**config.mk**
```make
export PLATFORM = sky130hd
export DESIGN_NAME = pcicfg_xlate
export DESIGN_NICKNAME = d
export VERILOG_FILES = /design/src/rtl/pcicfg_pkg.sv /design/src/rtl/pcicfg_lsb_find.sv /design/src/rtl/pcicfg_decode.sv /design/src/rtl/pcicfg_status.sv /design/src/rtl/pcicfg_rsp.sv /design/src/rtl/pcicfg_xlate.sv
export SDC_FILE = /design/constraint.sdc
export NUM_CORES = 1
export LEC_CHECK = 0
export BUFFER_PORTS_ARGS = -buffer_cell sky130_fd_sc_hd__buf_2
export CORE_MARGIN = 3
export CORE_UTILIZATION = 43
export DETAILED_ROUTE_END_ITERATION = 8
export HOLD_SLACK_MARGIN = 0.12
export PLACE_DENSITY = 0.8
export SYNTH_ARGS = -nofsm -noshare
export SYNTH_HDL_FRONTEND = slang
export SYNTH_SLANG_ARGS = --single-unit
```
**constraint.sdc**
```tcl
create_clock -name clk_i -period 2.4 [get_ports clk_i]
set_clock_uncertainty 0.2 [all_clocks]
set_input_delay 0.6 -clock clk_i [delete_from_list [all_inputs] [get_ports clk_i]]
set_output_delay 0.6 -clock clk_i [all_outputs]
set_load 0.03 [all_outputs]
```
**src/rtl/pcicfg_pkg.sv**
```systemverilog
package pcicfg_pkg;

  localparam int unsigned DATA_W   = 32;
  localparam int unsigned STAT_W   = 16;
  localparam int unsigned SEL_LSB  = 11;
  localparam int unsigned DEV_FW   = 5;
  localparam int unsigned RMA_BIT  = 13;
  localparam int unsigned RTA_BIT  = 12;

  typedef enum logic [1:0] {
    SZ_BYTE = 2'd0,
    SZ_HALF = 2'd1,
    SZ_WORD = 2'd2,
    SZ_BAD  = 2'd3
  } acc_size_e;

  typedef struct packed {
    logic              write;
    acc_size_e         size;
    logic [1:0]        lane;
    logic [DATA_W-1:0] addr;
    logic [DATA_W-1:0] wdata;
    logic              issue;
    logic              err;
  } xl_req_t;

  function automatic logic [DATA_W-1:0] width_mask(acc_size_e s);
    case (s)
      SZ_BYTE: width_mask = DATA_W'(32'h0000_00FF);
      SZ_HALF: width_mask = DATA_W'(32'h0000_FFFF);
      default: width_mask = '1;
    endcase
  endfunction

endpackage

```
**src/rtl/pcicfg_lsb_find.sv**
```systemverilog
module pcicfg_lsb_find #(
  parameter int unsigned W = 21,
  localparam int unsigned IDX_W = (W > 1) ? $clog2(W) : 1
) (
  input  logic [W-1:0]     vec_i,
  output logic [IDX_W-1:0] idx_o,
  output logic             hit_o
);

  // prefix OR from the bottom: seen[i] = any bit below i set
  logic [W:0] seen;
  logic [W-1:0] first;

  assign seen[0] = 1'b0;
  for (genvar i = 0; i < W; i++) begin : g_pre
    assign seen[i+1] = seen[i] | vec_i[i];
    assign first[i]  = vec_i[i] & ~seen[i];
  end

  always_comb begin
    idx_o = '0;
    for (int i = 0; i < W; i++) begin
      if (first[i]) idx_o = idx_o | IDX_W'(i);
    end
  end

  assign hit_o = seen[W];

endmodule

```
**src/rtl/pcicfg_decode.sv**
```systemverilog
module pcicfg_decode
  import pcicfg_pkg::*;
#(
  parameter int unsigned OFF_W = 16,
  parameter int unsigned MAP_W = 16,
  localparam int unsigned COMB_W  = OFF_W + MAP_W,
  localparam int unsigned SEL_W   = COMB_W - SEL_LSB,
  localparam int unsigned SEL_IDX = (SEL_W > 1) ? $clog2(SEL_W) : 1
) (
  input  logic              write_i,
  input  logic [1:0]        size_i,
  input  logic [OFF_W-1:0]  off_i,
  input  logic [DATA_W-1:0] wdata_i,
  input  logic [MAP_W-1:0]  upper_i,
  input  logic              type1_i,
  input  logic [7:0]        bus_i,
  output xl_req_t           req_o
);

  logic [COMB_W-1:0]  joined;
  logic [SEL_W-1:0]   sel;
  logic [SEL_IDX-1:0] dev_idx;
  logic               sel_hit;
  logic               misalign;
  acc_size_e          sz;

  assign joined = {upper_i, off_i};
  assign sel    = joined[COMB_W-1:SEL_LSB];
  assign sz     = acc_size_e'(size_i);

  pcicfg_lsb_find #(.W(SEL_W)) u_lsb (
    .vec_i (sel),
    .idx_o (dev_idx),
    .hit_o (sel_hit)
  );

  always_comb begin
    case (sz)
      SZ_BYTE: misalign = 1'b0;
      SZ_HALF: misalign = off_i[0];
      SZ_WORD: misalign = |off_i[1:0];
      default: misalign = 1'b1;
    endcase
  end

  always_comb begin
    req_o.write = write_i;
    req_o.size  = sz;
    req_o.lane  = off_i[1:0];
    req_o.addr  = {1'b1, 7'd0, bus_i, DEV_FW'(dev_idx),
                   joined[10:8], joined[7:2], 2'b00};
    req_o.wdata = wdata_i & width_mask(sz);
    req_o.issue = !type1_i && !misalign && sel_hit;
    req_o.err   = !type1_i && (misalign || !sel_hit);
  end

endmodule

```
**src/rtl/pcicfg_status.sv**
```systemverilog
module pcicfg_status
  import pcicfg_pkg::*;
(
  input  logic              clk_i,
  input  logic              rst_ni,
  input  logic              set_rma_i,
  input  logic              set_rta_i,
  input  logic              clr_i,
  output logic [STAT_W-1:0] stat_o
);

  logic rma_q, rta_q;

  // set after clear: an abort in the clearing cycle survives
  always_ff @(posedge clk_i or negedge rst_ni) begin
    if (!rst_ni) begin
      rma_q <= 1'b0;
      rta_q <= 1'b0;
    end else begin
      if (clr_i) begin
        rma_q <= 1'b0;
        rta_q <= 1'b0;
      end
      if (set_rma_i) rma_q <= 1'b1;
      if (set_rta_i) rta_q <= 1'b1;
    end
  end

  always_comb begin
    stat_o          = '0;
    stat_o[RMA_BIT] = rma_q;
    stat_o[RTA_BIT] = rta_q;
  end

endmodule

```
**src/rtl/pcicfg_rsp.sv**
```systemverilog
module pcicfg_rsp
  import pcicfg_pkg::*;
(
  input  logic              issue_i,
  input  acc_size_e         size_i,
  input  logic [DATA_W-1:0] rdata_i,
  output logic [DATA_W-1:0] rdata_o
);

  logic [DATA_W-1:0] m;

  assign m       = width_mask(size_i);
  assign rdata_o = issue_i ? (rdata_i & m) : m;

endmodule

```
**src/rtl/pcicfg_xlate.sv**
```systemverilog
module pcicfg_xlate
  import pcicfg_pkg::*;
#(
  parameter int unsigned OFF_W = 16,
  parameter int unsigned MAP_W = 16
) (
  input  logic              clk_i,
  input  logic              rst_ni,
  input  logic              req_i,
  input  logic              req_write_i,
  input  logic [1:0]        req_size_i,
  input  logic [OFF_W-1:0]  req_off_i,
  input  logic [31:0]       req_wdata_i,
  input  logic [MAP_W-1:0]  map_upper_i,
  input  logic              map_type1_i,
  input  logic [7:0]        bus_num_i,
  input  logic              abort_master_i,
  input  logic              abort_target_i,
  output logic              cfg_valid_o,
  output logic              cfg_write_o,
  output logic [1:0]        cfg_size_o,
  output logic [1:0]        cfg_lane_o,
  output logic [31:0]       cfg_addr_o,
  output logic [31:0]       cfg_wdata_o,
  input  logic [31:0]       cfg_rdata_i,
  output logic              rsp_valid_o,
  output logic [31:0]       rsp_rdata_o,
  output logic              err_o,
  output logic [15:0]       stat_o
);

  xl_req_t dec, stg_q;
  logic    stg_v_q;

  pcicfg_decode #(.OFF_W(OFF_W), .MAP_W(MAP_W)) u_dec (
    .write_i (req_write_i),
    .size_i  (req_size_i),
    .off_i   (req_off_i),
    .wdata_i (req_wdata_i),
    .upper_i (map_upper_i),
    .type1_i (map_type1_i),
    .bus_i   (bus_num_i),
    .req_o   (dec)
  );

  always_ff @(posedge clk_i or negedge rst_ni) begin
    if (!rst_ni) begin
      stg_v_q <= 1'b0;
      stg_q   <= '0;
    end else begin
      stg_v_q <= req_i;
      if (req_i) stg_q <= dec;
    end
  end

  assign cfg_valid_o = stg_v_q && stg_q.issue;
  assign cfg_write_o = stg_q.write;
  assign cfg_size_o  = stg_q.size;
  assign cfg_lane_o  = stg_q.lane;
  assign cfg_addr_o  = stg_q.addr;
  assign cfg_wdata_o = stg_q.wdata;
  assign rsp_valid_o = stg_v_q && !stg_q.write;
  assign err_o       = stg_v_q && stg_q.err;

  pcicfg_rsp u_rsp (
    .issue_i (stg_q.issue),
    .size_i  (stg_q.size),
    .rdata_i (cfg_rdata_i),
    .rdata_o (rsp_rdata_o)
  );

  pcicfg_status u_stat (
    .clk_i     (clk_i),
    .rst_ni    (rst_ni),
    .set_rma_i (abort_master_i),
    .set_rta_i (abort_target_i),
    .clr_i     (cfg_valid_o),
    .stat_o    (stat_o)
  );

endmodule

```
* Word level (Yosys, flattened, before mapping)
Index checks and enable logic that the tools add are counted.
** Word-level totals
- Output and inout port bits :: 120
- Bits in registers :: 65
- Bits of input ports :: 113
** Operators by class
- Reductions and logical operators :: 16
- Eq/ne operators :: 3
- Mux-type cells :: 27
- Bitwise logic cells :: 62
** Operator list (count)
- $pmux 32 s2 :: 2
- $and 32x32->32 :: 2
- $mux 32 :: 1
- $mux 4 :: 8
- $mux 5 :: 5
- $and 1x1->1 :: 20
- $not 1->1 :: 20
- $or 1x1->1 :: 20
- $mux 3 :: 4
- $logic_and 1x1->1 :: 6
- $eq 2x1->1 const B :: 2
- $logic_not 1->1 :: 4
- $logic_not 2->1 :: 2
- $mux 1 :: 4
- $mux 2 :: 2
- $reduce_bool 2->1 :: 2
- $pmux 1 s3 :: 1
- $eq 2x2->1 const B :: 1
- $reduce_or 2->1 :: 1
- $logic_or 1x1->1 :: 1

* Logic depth before layout (Yosys ltp)
- Word-level depth :: 23
- Mapped depth :: 4

* Cells and area by module
Synthesis repeated with hierarchy kept, for this count alone.
** Second synthesis, totals
- Cell total of the unflattened synthesis :: 425
- Area total of the unflattened synthesis :: 4931.0 um2
** By module, submodules not included
- pcicfg_xlate :: cells each 222, area each 3544.6 um2, times used 1
- pcicfg_decode :: cells each 77, area each 528.0 um2, times used 1
- pcicfg_rsp :: cells each 61, area each 366.6 um2, times used 1
- pcicfg_lsb_find :: cells each 43, area each 299.0 um2, times used 1
- pcicfg_status :: cells each 22, area each 192.7 um2, times used 1

* Worst setup path before layout
Ideal clock, no wire load.
- Kind :: flip-flop to output port
- Start :: register stg_q[1] (netlist name)
- End :: output port rsp_rdata_o[16]
- Cell stages (with the launch flop) :: 5
- Required time :: 1.600 ns
- Arrival :: 1.301 ns
- Slack :: 0.299 ns
- Path through :: dfrtp_1 clkbuf_1 clkinv_1 clkbuf_1 o21a_1
** Between the ends
- Longest elaborated chain between the ends :: 1
** Ends and longest elaborated chain
- start, declared :: RTL line pcicfg_xlate.sv:32 : xl_req_t dec, stg_q;
- start signal, assigned :: RTL line pcicfg_xlate.sv:49 : stg_q <= '0;
- start signal, assigned :: RTL line pcicfg_xlate.sv:52 : if (req_i) stg_q <= dec;
- $mux 32 :: RTL line pcicfg_rsp.sv:13 : assign rdata_o = issue_i ? (rdata_i & m) : m;
- end, declared :: RTL line pcicfg_xlate.sv:27 : output logic [31:0] rsp_rdata_o,
Every way passes these cells.

* Worst setup path in the final report
- Start :: register stg_q (netlist bit cfg_size_o[0])
- End :: output port rsp_rdata_o[9]
** Between the ends
- Longest elaborated chain between the ends :: 4
- Elaborated cells on any way between the ends :: 5
- Those cells by class :: 1 x eq/ne; 2 x mux; 1 x bitwise; 1 x reduce/logical
** Ends and longest elaborated chain
- $eq 2x1->1 / $logic_not 2->1 (equally long branches) :: RTL line pcicfg_pkg.sv:28 : case (s)
- $pmux 32 s2 * :: RTL line pcicfg_pkg.sv:28
- $and 32x32->32 :: RTL line pcicfg_rsp.sv:13
- $mux 32 * :: RTL line pcicfg_rsp.sv:13
Every way passes the cells marked *; elsewhere a longest branch is shown, timed or not.

==> impl_metrics.tcl <==
set metrics [dict create \
    clock_latency_ns 0.33 \
    fin_area_um2 4500 \
    antenna_left 0 \
    synth_top_cell_area_share_pct 44.2 \
    io_pins 233 \
    cellLeakagePower_nw 2.33 \
    dp_hpwl_um 6490 \
    gp_congestion 0.782 \
    num_vias 2917 \
    io_buffers 209 \
    synth_cell_type_count 38 \
    drtIter0Drc 79 \
    cp_top_family "simple AND/OR/NAND/NOR gates" \
    clk_pin_slew_ns 0.08 \
    path_cells "nor2_1, a21oi_1, buf_2" \
    cts_root_buf "clkbuf_8" \
    syn_inst 377 \
    critPathLaunchType "flip-flop" \
    clock_sinks 65 \
    setup-violations-final 0 \
    critPathKind "flip-flop to primary output" \
    min_period_over_period_pct 93.2 \
    placed_area_um2 4280 \
    synth_seq_cells 65 \
    rsz0062_at_grt "false" \
    vdd.ir_drop.worst_mv 0.321 \
    dp_cells 616 \
    synth_flop_cell "dfrtp_1" \
    arrival_ns 1.44 \
    hold_path.class "input port to flip-flop" \
    end_kind "primary output" \
    p_per_area_nw_per_um2 680 \
    synth_edf_count 0 \
    crit_required_ns 1.60 \
    grtUsageTotal_pct 16.4 \
    drive_above_1_share_pct 50.6 \
    dieWidth_um 98.5 \
    grt_max_degree 95 \
    antenna_found_initial 0 \
    grt_pass1_vias 2848 \
    htree_num_levels 3 \
    fp.dieH_um 98.5 \
    fmax_mhz 447 \
    areaGrowthSynthToFinish_pct 22.2 \
    slew_viol_final 0 \
    ys_seq_area_share_pct 44.2 \
    vias_per_cell 4.61 \
    drt_wl_total_um 8350 \
    hold_violations 0 \
    netlist_area_um2 3680 \
    cpPeakStageDelay_ns 0.42 \
    drc 0 \
    coreArea_um2 8260 \
    slowest_stage "nor2_1" \
    n_fill_cell 778 \
    rows 33 \
    dieArea_um2 9710 \
    overflow 0 \
    synth.area.top_cells "dfrtp_1 44%, buf_4 17%, mux2_2 9.2%" \
    ys_async_sr_fraction_pct 100 \
    cts_tree "yes" \
    synth_area_per_cell_um2 9.76 \
    diodes 0 \
    clk_path_buf_depth 2 \
    fin_hold_ws_ns 0.248 \
    cp_max_fo 8 \
    instances_no_fill 633 \
    ys_warn_count 0 \
    slew-limit-headroom_pct 62.6 \
    grt_pass1_wl_um 13100 \
    wl_per_cell_um 13.2 \
    period_minus_slack_ns 2.24 \
    cap_viol_max_count 0 \
    cts_made_buffers 9 \
    total_power_mw 3.06 \
    status "complete, no violations" \
    path_buf_inv 1 \
    finalSetupTns_ns 0 \
    nNetsFinal 636 \
    yosysTopAreaCell "dfrtp_1" \
    tightest_slew_ns 0.559 \
    drtPass1Iterations 4 \
    start_util_pct 44.6 \
]
-- power breakdown --
part           switching (mW)  total, mW  internal [mW]
Clock                   0.443      0.931          0.488
Sequential             0.0483       1.24           1.19
Combinational           0.601      0.891          0.290
-- worst register-to-register path, cell delays in order (launching register included) --
cell and delay (ns):
dfrtp_1 0.39, buf_4 0.23, nand2_1 0.11, a21o_1 0.19
-- cell families (layout without fill, tap and decap cells) --
group | Yosys count | count (layout) | synth area share [%]
AOI/OAI and AO/OA | 73 | 73 | 12.5
buffers and inverters | 143 | 272 | 23.7
DFF | 65 | 65 | 44.2
muxes | 30 | 30 | 9.18
other | 1 | 23 | 0.102
and+or+nand+nor | 65 | 65 | 10.4
-- cells in the mapped netlist, drive strengths merged (5+ instances only) --
master and instances:
nand3 16, clkbuf 12, mux2 30, dfrtp 65
o22ai 12, o21ai 20, nand2b 13, nand2 12
nor4 5, inv 41, nor2 9, buf 89
o21a 18, a21oi 12
-- layout by cell type (no fill, tap or decap), types with 9 or more instances in the layout --
cell,synthesis,routed
buf_2,0,209
dfrtp_1,65,65
inv_1,41,41
mux2_2,30,30
conb_1,1,23
o21ai_0,20,20
o21a_1,18,18
nand3_1,16,16
nand2b_1,13,13
a21oi_1,12,12
nand2_1,12,12
o22ai_1,12,12
nor2_1,9,9
clkbuf_8,0,9
-- state kept, by name (all words and copies together) (netlist names) --
| name | count |
|---|---|
| cfg_lane_o | 2 |
| cfg_write_o | 1 |
| u_stat.rma_q | 1 |
| cfg_size_o | 2 |
| u_stat.rta_q | 1 |
| cfg_addr_o | 23 |
| stg_v_q | 1 |
| stg_q | 2 |
| cfg_wdata_o | 32 |
-- layer usage --
metal,track usage (%),part of all wire [%],vias up
met4,6.30,2.0,0
li1,-,-,1434
met2,28.4,51,115
met5,0,0,-
met1,19.6,40,1350
met3,4.10,7.5,18
-- area by class of cell --
cell class | instances | area, um2 | area share [%]
inverters | 42 | 161 | 3.59
well taps | 105 | 131 | 2.92
multi-input cells | 191 | 1270 | 28.2
flip-flops and latches | 65 | 1630 | 36.2
clock buffers | 9 | 124 | 2.75
repair buffers | 214 | 1110 | 24.7
clock inverters | 7 | 76.3 | 1.70
-- worst paths after layout --
check	from	to	slack (ns)	cells past startpoint
setup / recovery	cfg_size_o[0]	rsp_rdata_o[9]	0.16	3
hold / removal	abort_master_i	u_stat.rma_q	0.25	2
setup reg to reg	stg_q[1]	u_stat.rta_q	1.18	3
hold reg to reg	u_stat.rma_q	u_stat.rma_q	0.28	1
max in group asynchronous	rst_ni	cfg_addr_o[13]	1.10	3
min in group asynchronous	rst_ni	cfg_addr_o[2]	0.61	3
-- stage by stage --
step / setup slack (ns) / utilization, %
4_1_cts: 0.0460 / 54.4
5_1_grt: 0.0343 / 54.5
3_3_place_gp: 0.281 / 51.9
3_5_place_dp: 0.200 / 51.9
2_1_floorplan: 0.299 / -
6_report: 0.164 / 54.5
-- what timing repair did --
action                     CTS  global route
resized for setup            0             1
setup endpoints to repair    0            16
hold endpoints to repair    65             0
buffers inserted             0             0
hold buffers                 1             0
(Power assumes the default switching activity.)
